<file path="src/rtl/clk_reseq_pkg.sv">
package clk_reseq_pkg;
  typedef enum logic [2:0] {
    S_IDLE,
    S_SAFE,
    S_LOCK,
    S_VUP,
    S_SELP,
    S_VDN,
    S_PERIPH
  } seq_state_e;
endpackage

</file>
<file path="src/rtl/clk_reseq_ratio.sv">
module clk_reseq_ratio #(
  parameter int MUL_W = 8,
  parameter int DIV_W = 4
) (
  input  logic [MUL_W-1:0] new_mul,
  input  logic [DIV_W-1:0] new_div,
  input  logic [MUL_W-1:0] cur_mul,
  input  logic [DIV_W-1:0] cur_div,
  output logic             going_up
);
  localparam int PROD_W = MUL_W + DIV_W;

  logic [PROD_W-1:0] new_scaled;
  logic [PROD_W-1:0] cur_scaled;

  // cross-multiply so no division is needed
  always_comb begin
    new_scaled = {{DIV_W{1'b0}}, new_mul} * {{MUL_W{1'b0}}, cur_div};
    cur_scaled = {{DIV_W{1'b0}}, cur_mul} * {{MUL_W{1'b0}}, new_div};
    going_up   = (new_scaled >= cur_scaled);
  end
endmodule

</file>
<file path="src/rtl/clk_reseq_timer.sv">
module clk_reseq_timer #(
  parameter int LOCK_TIME = 64,
  parameter int LOCK_TMO  = 1024
) (
  input  logic clk,
  input  logic rst,
  input  logic clr,
  output logic time_hit,
  output logic tmo_hit
);
  localparam int CW = $clog2(LOCK_TMO + 1);
  localparam logic [CW-1:0] TIME_LAST = CW'(LOCK_TIME - 1);
  localparam logic [CW-1:0] TMO_LAST  = CW'(LOCK_TMO - 1);

  logic [CW-1:0] cnt;

  always_ff @(posedge clk) begin
    if (rst || clr) cnt <= '0;
    else if (cnt != TMO_LAST) cnt <= cnt + 1'b1;
  end

  always_comb begin
    time_hit = (cnt >= TIME_LAST);
    tmo_hit  = (cnt == TMO_LAST);
  end


  cnt_bound_chk: assert property (@(posedge clk) disable iff (rst)
    cnt <= TMO_LAST);


  cnt_step_chk: assert property (@(posedge clk) disable iff (rst)
    (!clr && cnt != TMO_LAST) |=> (cnt == $past(cnt) + 1'b1) || $past(clr));
endmodule

</file>
<file path="src/rtl/clk_reseq_pdiv.sv">
module clk_reseq_pdiv #(
  parameter int PW = 8,
  parameter int NP = 3
) (
  input  logic           clk,
  input  logic           rst,
  input  logic           ld,
  input  logic [NP*PW-1:0] d,
  output logic [NP*PW-1:0] q
);
  for (genvar i = 0; i < NP; i++) begin : g_ch
    always_ff @(posedge clk) begin
      if (rst) q[i*PW +: PW] <= '0;
      else if (ld) q[i*PW +: PW] <= d[i*PW +: PW];
    end


    ch_hold_chk: assert property (@(posedge clk) disable iff (rst)
      !ld |=> $stable(q[i*PW +: PW]));
  end
endmodule

</file>
<file path="src/rtl/clk_reseq_top.sv">
module clk_reseq_top #(
  parameter int MUL_W     = 8,
  parameter int DIV_W     = 4,
  parameter int WS_W      = 4,
  parameter int BUS_W     = 3,
  parameter int PW        = 8,
  parameter int NP        = 3,
  parameter int LOCK_TIME = 64,
  parameter int LOCK_TMO  = 1024,
  parameter int RST_MUL   = 4,
  parameter int RST_DIV   = 1,
  parameter int RST_WS    = 1,
  parameter int RST_BUS   = 1
) (
  input  logic               clk,
  input  logic               rst,
  input  logic               req_valid,
  input  logic [MUL_W-1:0]   req_mul,
  input  logic [DIV_W-1:0]   req_div,
  input  logic [WS_W-1:0]    req_ws,
  input  logic               req_vmode,
  input  logic [BUS_W-1:0]   req_bus,
  input  logic [NP*PW-1:0]   req_pdiv,
  input  logic               req_timed,
  input  logic               pll_lock,
  input  logic               mux_src,
  input  logic               volt_ack,
  output logic [MUL_W-1:0]   pll_mul,
  output logic [DIV_W-1:0]   pll_div,
  output logic               pll_load,
  output logic               clk_sel,
  output logic [WS_W-1:0]    ws,
  output logic               vmode,
  output logic [BUS_W-1:0]   bus_pre,
  output logic [NP*PW-1:0]   pdiv,
  output logic               busy,
  output logic               done,
  output logic               err
);
  import clk_reseq_pkg::*;

  seq_state_e state;

  logic [MUL_W-1:0] n_mul;
  logic [DIV_W-1:0] n_div;
  logic [WS_W-1:0]  n_ws;
  logic             n_vm;
  logic [BUS_W-1:0] n_bus;
  logic [NP*PW-1:0] n_pdiv;
  logic             timed_q;
  logic             up_q;
  logic [WS_W-1:0]  ws_old;
  logic             vm_old;
  logic [BUS_W-1:0] bus_old;

  logic ratio_up;
  logic time_hit;
  logic tmo_hit;
  logic timer_clr;
  logic pdiv_ld;
  logic accept;

  assign accept    = req_valid && !busy;
  assign timer_clr = (state != S_LOCK);
  assign pdiv_ld   = (state == S_PERIPH);

  clk_reseq_ratio #(.MUL_W(MUL_W), .DIV_W(DIV_W)) u_ratio (
    .new_mul (req_mul),
    .new_div (req_div),
    .cur_mul (pll_mul),
    .cur_div (pll_div),
    .going_up(ratio_up)
  );

  clk_reseq_timer #(.LOCK_TIME(LOCK_TIME), .LOCK_TMO(LOCK_TMO)) u_timer (
    .clk     (clk),
    .rst     (rst),
    .clr     (timer_clr),
    .time_hit(time_hit),
    .tmo_hit (tmo_hit)
  );

  clk_reseq_pdiv #(.PW(PW), .NP(NP)) u_pdiv (
    .clk(clk),
    .rst(rst),
    .ld (pdiv_ld),
    .d  (n_pdiv),
    .q  (pdiv)
  );

  always_ff @(posedge clk) begin
    if (rst) begin
      state   <= S_IDLE;
      pll_mul <= MUL_W'(RST_MUL);
      pll_div <= DIV_W'(RST_DIV);
      pll_load <= 1'b0;
      clk_sel <= 1'b1;
      ws      <= WS_W'(RST_WS);
      vmode   <= 1'b0;
      bus_pre <= BUS_W'(RST_BUS);
      busy    <= 1'b0;
      done    <= 1'b0;
      err     <= 1'b0;
      n_mul   <= '0;
      n_div   <= '0;
      n_ws    <= '0;
      n_vm    <= 1'b0;
      n_bus   <= '0;
      n_pdiv  <= '0;
      timed_q <= 1'b0;
      up_q    <= 1'b0;
      ws_old  <= '0;
      vm_old  <= 1'b0;
      bus_old <= '0;
    end else begin
      pll_load <= 1'b0;
      done     <= 1'b0;
      unique case (state)
        S_IDLE: begin
          if (accept) begin
            n_mul   <= req_mul;
            n_div   <= req_div;
            n_ws    <= req_ws;
            n_vm    <= req_vmode;
            n_bus   <= req_bus;
            n_pdiv  <= req_pdiv;
            timed_q <= req_timed;
            up_q    <= ratio_up;
            ws_old  <= ws;
            vm_old  <= vmode;
            bus_old <= bus_pre;
            // slowest of old and new bus divide while in transit
            bus_pre <= (req_bus > bus_pre) ? req_bus : bus_pre;
            clk_sel <= 1'b0;
            busy    <= 1'b1;
            err     <= 1'b0;
            state   <= S_SAFE;
          end
        end
        S_SAFE: begin
          if (!mux_src) begin
            pll_mul  <= n_mul;
            pll_div  <= n_div;
            pll_load <= 1'b1;
            state    <= S_LOCK;
          end
        end
        S_LOCK: begin
          if ((timed_q && time_hit) || (!timed_q && pll_lock)) begin
            if (up_q) begin
              ws    <= n_ws;
              vmode <= n_vm;
              state <= S_VUP;
            end else begin
              clk_sel <= 1'b1;
              state   <= S_SELP;
            end
          end else if (!timed_q && tmo_hit) begin
            ws      <= ws_old;
            vmode   <= vm_old;
            bus_pre <= bus_old;
            err     <= 1'b1;
            busy    <= 1'b0;
            state   <= S_IDLE;
          end
        end
        S_VUP: begin
          if (volt_ack == vmode) begin
            clk_sel <= 1'b1;
            state   <= S_SELP;
          end
        end
        S_SELP: begin
          if (mux_src) begin
            if (up_q) begin
              state <= S_PERIPH;
            end else begin
              ws    <= n_ws;
              vmode <= n_vm;
              state <= S_VDN;
            end
          end
        end
        S_VDN: begin
          if (volt_ack == vmode) state <= S_PERIPH;
        end
        S_PERIPH: begin
          bus_pre <= n_bus;
          busy    <= 1'b0;
          done    <= 1'b1;
          state   <= S_IDLE;
        end
        default: state <= S_IDLE;
      endcase
    end
  end


  load_on_safe_chk: assert property (@(posedge clk) disable iff (rst)
    pll_load |-> !clk_sel);


  up_order_chk: assert property (@(posedge clk) disable iff (rst)
    ($rose(clk_sel) && up_q) |-> (ws == n_ws && vmode == n_vm && volt_ack == vmode));


  down_order_chk: assert property (@(posedge clk) disable iff (rst)
    ($rose(clk_sel) && !up_q) |-> (ws == ws_old && vmode == vm_old));


  bus_cap_chk: assert property (@(posedge clk) disable iff (rst)
    busy |-> (bus_pre >= n_bus && bus_pre >= bus_old));


  done_pulse_chk: assert property (@(posedge clk) disable iff (rst)
    done |=> !done);


  err_safe_chk: assert property (@(posedge clk) disable iff (rst)
    $rose(err) |-> (!clk_sel && !busy));


  busy_hold_chk: assert property (@(posedge clk) disable iff (rst)
    (busy && state != S_LOCK && state != S_PERIPH) |=> busy);
endmodule

</file>
<file path="config.mk">
export PLATFORM = sky130hd
export DESIGN_NAME = clk_reseq_top
export DESIGN_NICKNAME = d
export VERILOG_FILES = /design/src/rtl/clk_reseq_pkg.sv /design/src/rtl/clk_reseq_ratio.sv /design/src/rtl/clk_reseq_timer.sv /design/src/rtl/clk_reseq_pdiv.sv /design/src/rtl/clk_reseq_top.sv
export SDC_FILE = /design/constraint.sdc
export NUM_CORES = 1
export LEC_CHECK = 0
export ABC_CLOCK_PERIOD_IN_PS = 4700
export BUFFER_PORTS_ARGS = -buffer_cell sky130_fd_sc_hd__buf_2
export CORE_MARGIN = 3
export CORE_UTILIZATION = 25
export DETAILED_ROUTE_END_ITERATION = 6
export PLACE_DENSITY_LB_ADDON = 0.3
export SYNTH_ARGS = -nofsm -noshare
export SYNTH_HDL_FRONTEND = slang
export SYNTH_SLANG_ARGS = --single-unit
</file>
<file path="constraint.sdc">
create_clock -name clk -period 4.7 [get_ports clk]
set_clock_uncertainty 0.1 [all_clocks]
set_input_delay 0.47 -clock clk [delete_from_list [all_inputs] [get_ports clk]]
set_output_delay 0.47 -clock clk [all_outputs]
set_load 0.1 [all_outputs]
</file>
# After elaboration in Yosys (flattened, before gate mapping)
# Cells that the tools add are included.
# classes
mux	41
magnitude_cmp	3
n_eq_ne	23
n_reduce_logical	22
n_mul	2
add_sub_neg	1
n_bitwise	2
# ops
op	count
$mux 3	12
$mul 8x4->12	2
$ne 2x2->1 const B	11
$mux 4	5
$pmux 3 s6	1
$mux 1	16
$reduce_and 5->1	3
$ge 12x12->1	1
$add 11x1->11 const B	1
$eq 11x10->1 const B	1
$ge 11x6->1 const B	1
$ne 11x10->1 const B	1
$eq 3x3->1 const B	3
$pmux 3 s3	1
$pmux 4 s2	1
$reduce_and 4->1	2
$eq 3x2->1 const B	2
$ne 3x3->1 const B	2
$pmux 1 s3	2
$reduce_and 6->1	1
$reduce_bool 3->1	2
$logic_and 1x1->1	4
$pmux 1 s2	2
$reduce_and 2->1	2
other kinds (11)	15
# word_totals
elab_cells	120
reg_bits	117
output_inout_bits	49

# Longest topological paths before layout
# logic_depth
word_depth	5
depth_mapped	18
ltp_nobuf	18

# Cells and area by module
# A second synthesis with hierarchy kept.
# hier_totals
hier_cells	792
area_unflattened_um2	6795.3
# by_module_without_submodules
module	seq_area_each_um2	n_inst	cells_each	area_each_um2
clk_reseq_top	1641.6	1	406	3283.1
clk_reseq_ratio	0.0	1	250	2117.0
clk_reseq_pdiv	480.5	1	77	869.6
clk_reseq_timer	220.2	1	59	525.5

# Worst setup path after synthesis
# Ideal clock, no wire load.
# synth_timing
kind	register -> register
start	register pll_mul[0]
end	register up_q
setup_ns	0.120
synth_period_minus_slack_ns	4.864
t_required_ns	4.480
n_path_buf	0
stages_incl_launch_ff	17
arrival_time_ns	4.644
path_slack_ns	-0.164
cell_sequence	dfxtp_1 -> nand2_1 -> fa_1 -> inv_1 -> fa_1 -> ha_1 -> a21oi_1 -> nor2b_1 -> o31a_1 -> or4_1 -> nand2_1 -> xor2_1 -> ha_1 -> a211o_1 -> a211oi_1 -> a21oi_1 -> o31a_1
# synth_between
elab_chain_cells	2
# synth_rtl
item	line	source
start, declared	clk_reseq_top.sv:28	output logic [MUL_W-1:0] pll_mul,
start signal, assigned	clk_reseq_top.sv:94	pll_mul <= MUL_W'(RST_MUL);
start signal, assigned	clk_reseq_top.sv:142	pll_mul <= n_mul;
$mul 8x4->12	clk_reseq_ratio.sv:19	cur_scaled = {{DIV_W{1'b0}}, cur_mul} * {{MUL_W{1'b0}}, new_div};
$ge 12x12->1	clk_reseq_ratio.sv:20	going_up = (new_scaled >= cur_scaled);
end signal, assigned	clk_reseq_top.sv:128	up_q <= ratio_up;
end, declared	clk_reseq_top.sv:51	logic up_q;
# Every way passes these cells.
# A chain may end at the register's enable or synchronous reset.

# Worst setup path in the final report
# layout_timing
start	register pll_mul[1]
end	register up_q
# The elaborated chain is that of the path after synthesis.

==> out/qor.txt <==
status - completed
chip width - 170 µm
number of global-route vias before repair - 5644
Mapped Cells - 824
Mapped Area - 0.00675 mm²
count leader, synth - nand2_1
share of the synthesized area in the top cell type - 0.347
dpl cell area - 0.00759 mm²
Post-CTS Setup Inserts - 0
simple logic cell fraction of the synthesized area - 0.237
post-synth cell types - 65
Overflow after GRT - 0
DR iter-0 viols - 260
Core ar. - 0.0263 mm²
Setup crit end kind - register
Worst Tran Pin Value - 1.04 ns
initial core utilization - 0.257
sequential element share of the synthesized area - 0.347
xor and xnor area share after synthesis - 0.0286
Synth Area in Compound Gates - 0.150
drt pass-1 iters - 5
IO Pins - 100
clk_lat worst skew - 0.41 ns
mean area per synthesized cell - 8.19 µm²
Ys Warns - 0
TNS Setup - 0 ns
share of post-route cells with drive strength above 1 - 0.178
hpwl dp - 12.6 mm
Setup CP Type - reg2reg
all-layer global routing usage - 0.123
Hold Crit Class - in2reg
Post-Place Worst Slack - 0.0631 ns
Leak - 3.57 nW
final WL - 17.4 mm
footprint of the multi-input gates - 0.00406 mm²
GP Congestion - 0.769
Synth Area in Adders - 0.160
Final Cycle Share - 0.929
Max clock buf depth - 2
unrepaired setup endpoints after global routing - no
max-slew violations - 0
WL/cell - 13.7 µm
worst path arrival time - 4.57 ns
global-route wire length before repair - 29.0 mm
Synth top cells by count - nand2_1 (212), dfxtp_1 (117), a21oi_1 (106), and2_1 (51)
hold buffer count at cts - 0
CTS Sinks - 117
final setup fails - 0
HP Start - req_ws[3]
DIE AREA - 0.0290 mm²
ant diodes - 0
initial antenna violation count - 0
Total Power - 3.43 mW
pin count of the biggest net entering global routing - 65
f_max - 229 MHz
Post-Syn Nets - 947
Critical Path Fanout Max - 6
largest family of logic cells by synthesized area - simple AND/OR/NAND/NOR gates
Max H-tree Level - 4
Worst Setup SP - pll_mul[1]
Seq. cell area - 0.00235 mm²
FF-to-FF Start - pll_mul[1]
Post-synth EDFFs - 0
Worst EP required - 4.90 ns
Yosys top cell by area - dfxtp_1
FILL cells - 2874
die height - 170 µm
Worst-path clk slew - 0.05 ns
Layout area overhead - 21.0%
Finished Cell Area - 0.00817 mm²
predominant post-synthesis flop cell - dfxtp_1
Hold WS - 0.193 ns
CTS tree - yes
final net count - 1039
Slew HR - 0.301
via-per-instance ratio - 4.52
FFs w/ async S/R, synth - 0
Residual DRC - 0
CTS root buffer - clkbuf_16
Fin. Hold Viols - 0
post-CTS sizing - 0
vias - 5705
Max Cap Violations - 0
ranking of synthesized cells by area - dfxtp_1 (35%), nand2_1 (12%), ha_1 (8.9%), a21oi_1 (7.9%), fa_1 (7.1%)
Post-DRT Antenna Nets - 0
nature of the critical path startpoint - register
fin crit period - 4.37 ns
setup ws final - 0.332 ns
CTS buffer count - 17
multiplexer area fraction after synthesis - 0.0248
PD cells - 420 mW/mm²
Synth Register Bits - 117
row count - 59
buffers added on ports - 99
Max VDD drop - 0.232 mV
## logic make-up (layout without fill, tap and decap cells)
kind of cell | Yosys count | count (layout)
buffers and inverters | 86 | 190
XOR/XNOR | 22 | 22
flip-flops | 117 | 117
multiplexers | 16 | 16
AND/OR/NAND/NOR | 347 | 347
adder cells (fa/ha/maj) | 72 | 72
AO/OA/AOI/OAI | 164 | 164
## path summary, 6_finish.rpt
check	end	slack (ns)	cells after the start
worst min-delay path	n_ws[3]	0.19	3
worst min register to register	u_pdiv.q[20]	0.35	2
worst max register to register	up_q	0.33	16
worst max-delay path	up_q	0.33	16
## placed cells by master (no fill, tap or decap), drive strengths merged, types with 3 or more instances in the layout
cell type / instances
dfxtp: 117
nand3: 4
a211o: 4
clkinv: 7
inv: 48
nor4: 3
or3: 3
mux2: 6
xnor2: 13
a31oi: 3
o21a: 7
nand2b: 4
nor2b: 5
nand2: 212
buf: 110
nand4: 7
a211oi: 4
bufinv: 3
clkbuf: 21
o21ai: 13
fa: 24
xor2: 9
nor2: 35
and2: 52
nor3: 7
and3: 4
ha: 48
a21oi: 108
mux2i: 10
## final cells by class
type                            count  share of cell area
Sequential cell                   117               0.287
Inverter                           49              0.0225
Timing Repair Buffer              110              0.0711
Tap cell                          335              0.0513
Clock buffer                       21              0.0551
Clock inverter                     10              0.0161
Multi-Input combinational cell    621               0.497
## critical path: stages (launching register included)
cell,delay [ns]
dfxtp_2,0.35
and2_1,0.16
fa_1,0.53
inv_1,0.05
fa_1,0.53
inv_1,0.04
ha_1,0.29
nor2b_1,0.15
o31a_1,0.25
or4_1,0.43
nand2_1,0.12
xor2_1,0.17
ha_1,0.26
a211o_1,0.29
a211oi_1,0.21
a21oi_1,0.09
o31a_1,0.23
## state kept, by name (all words and copies together) (netlist names), 3 cells and up
register,count
n_pdiv,24
pll_div,4
ws_old,4
pll_mul,8
bus_old,3
ws,4
u_pdiv.q,24
n_ws,4
n_div,4
u_timer.cnt,11
bus_pre,3
n_bus,3
state,3
n_mul,8
## per-stage QoR
stage                      util  std cells
after floorplan               -        824
after global routing      0.311       1263
final                     0.311       1263
after detailed placement  0.289       1232
after CTS                 0.311       1263
after global placement    0.289       1232
## layer usage
layer  vias to the layer above  routed length, µm  track usage
li1                       2921                  -            -
met1                      2689               8380        0.163
met2                        80               8280        0.205
met3                        15                507       0.0253
met4                         0                204       0.0339
met5                         -                  0            0
## power breakdown
part           internal, mW  switching, mW
clock                 0.839          0.447
combinational         0.296          0.621
sequential             1.11          0.113
No activity file was read; power rests on OpenSTA's default activity.
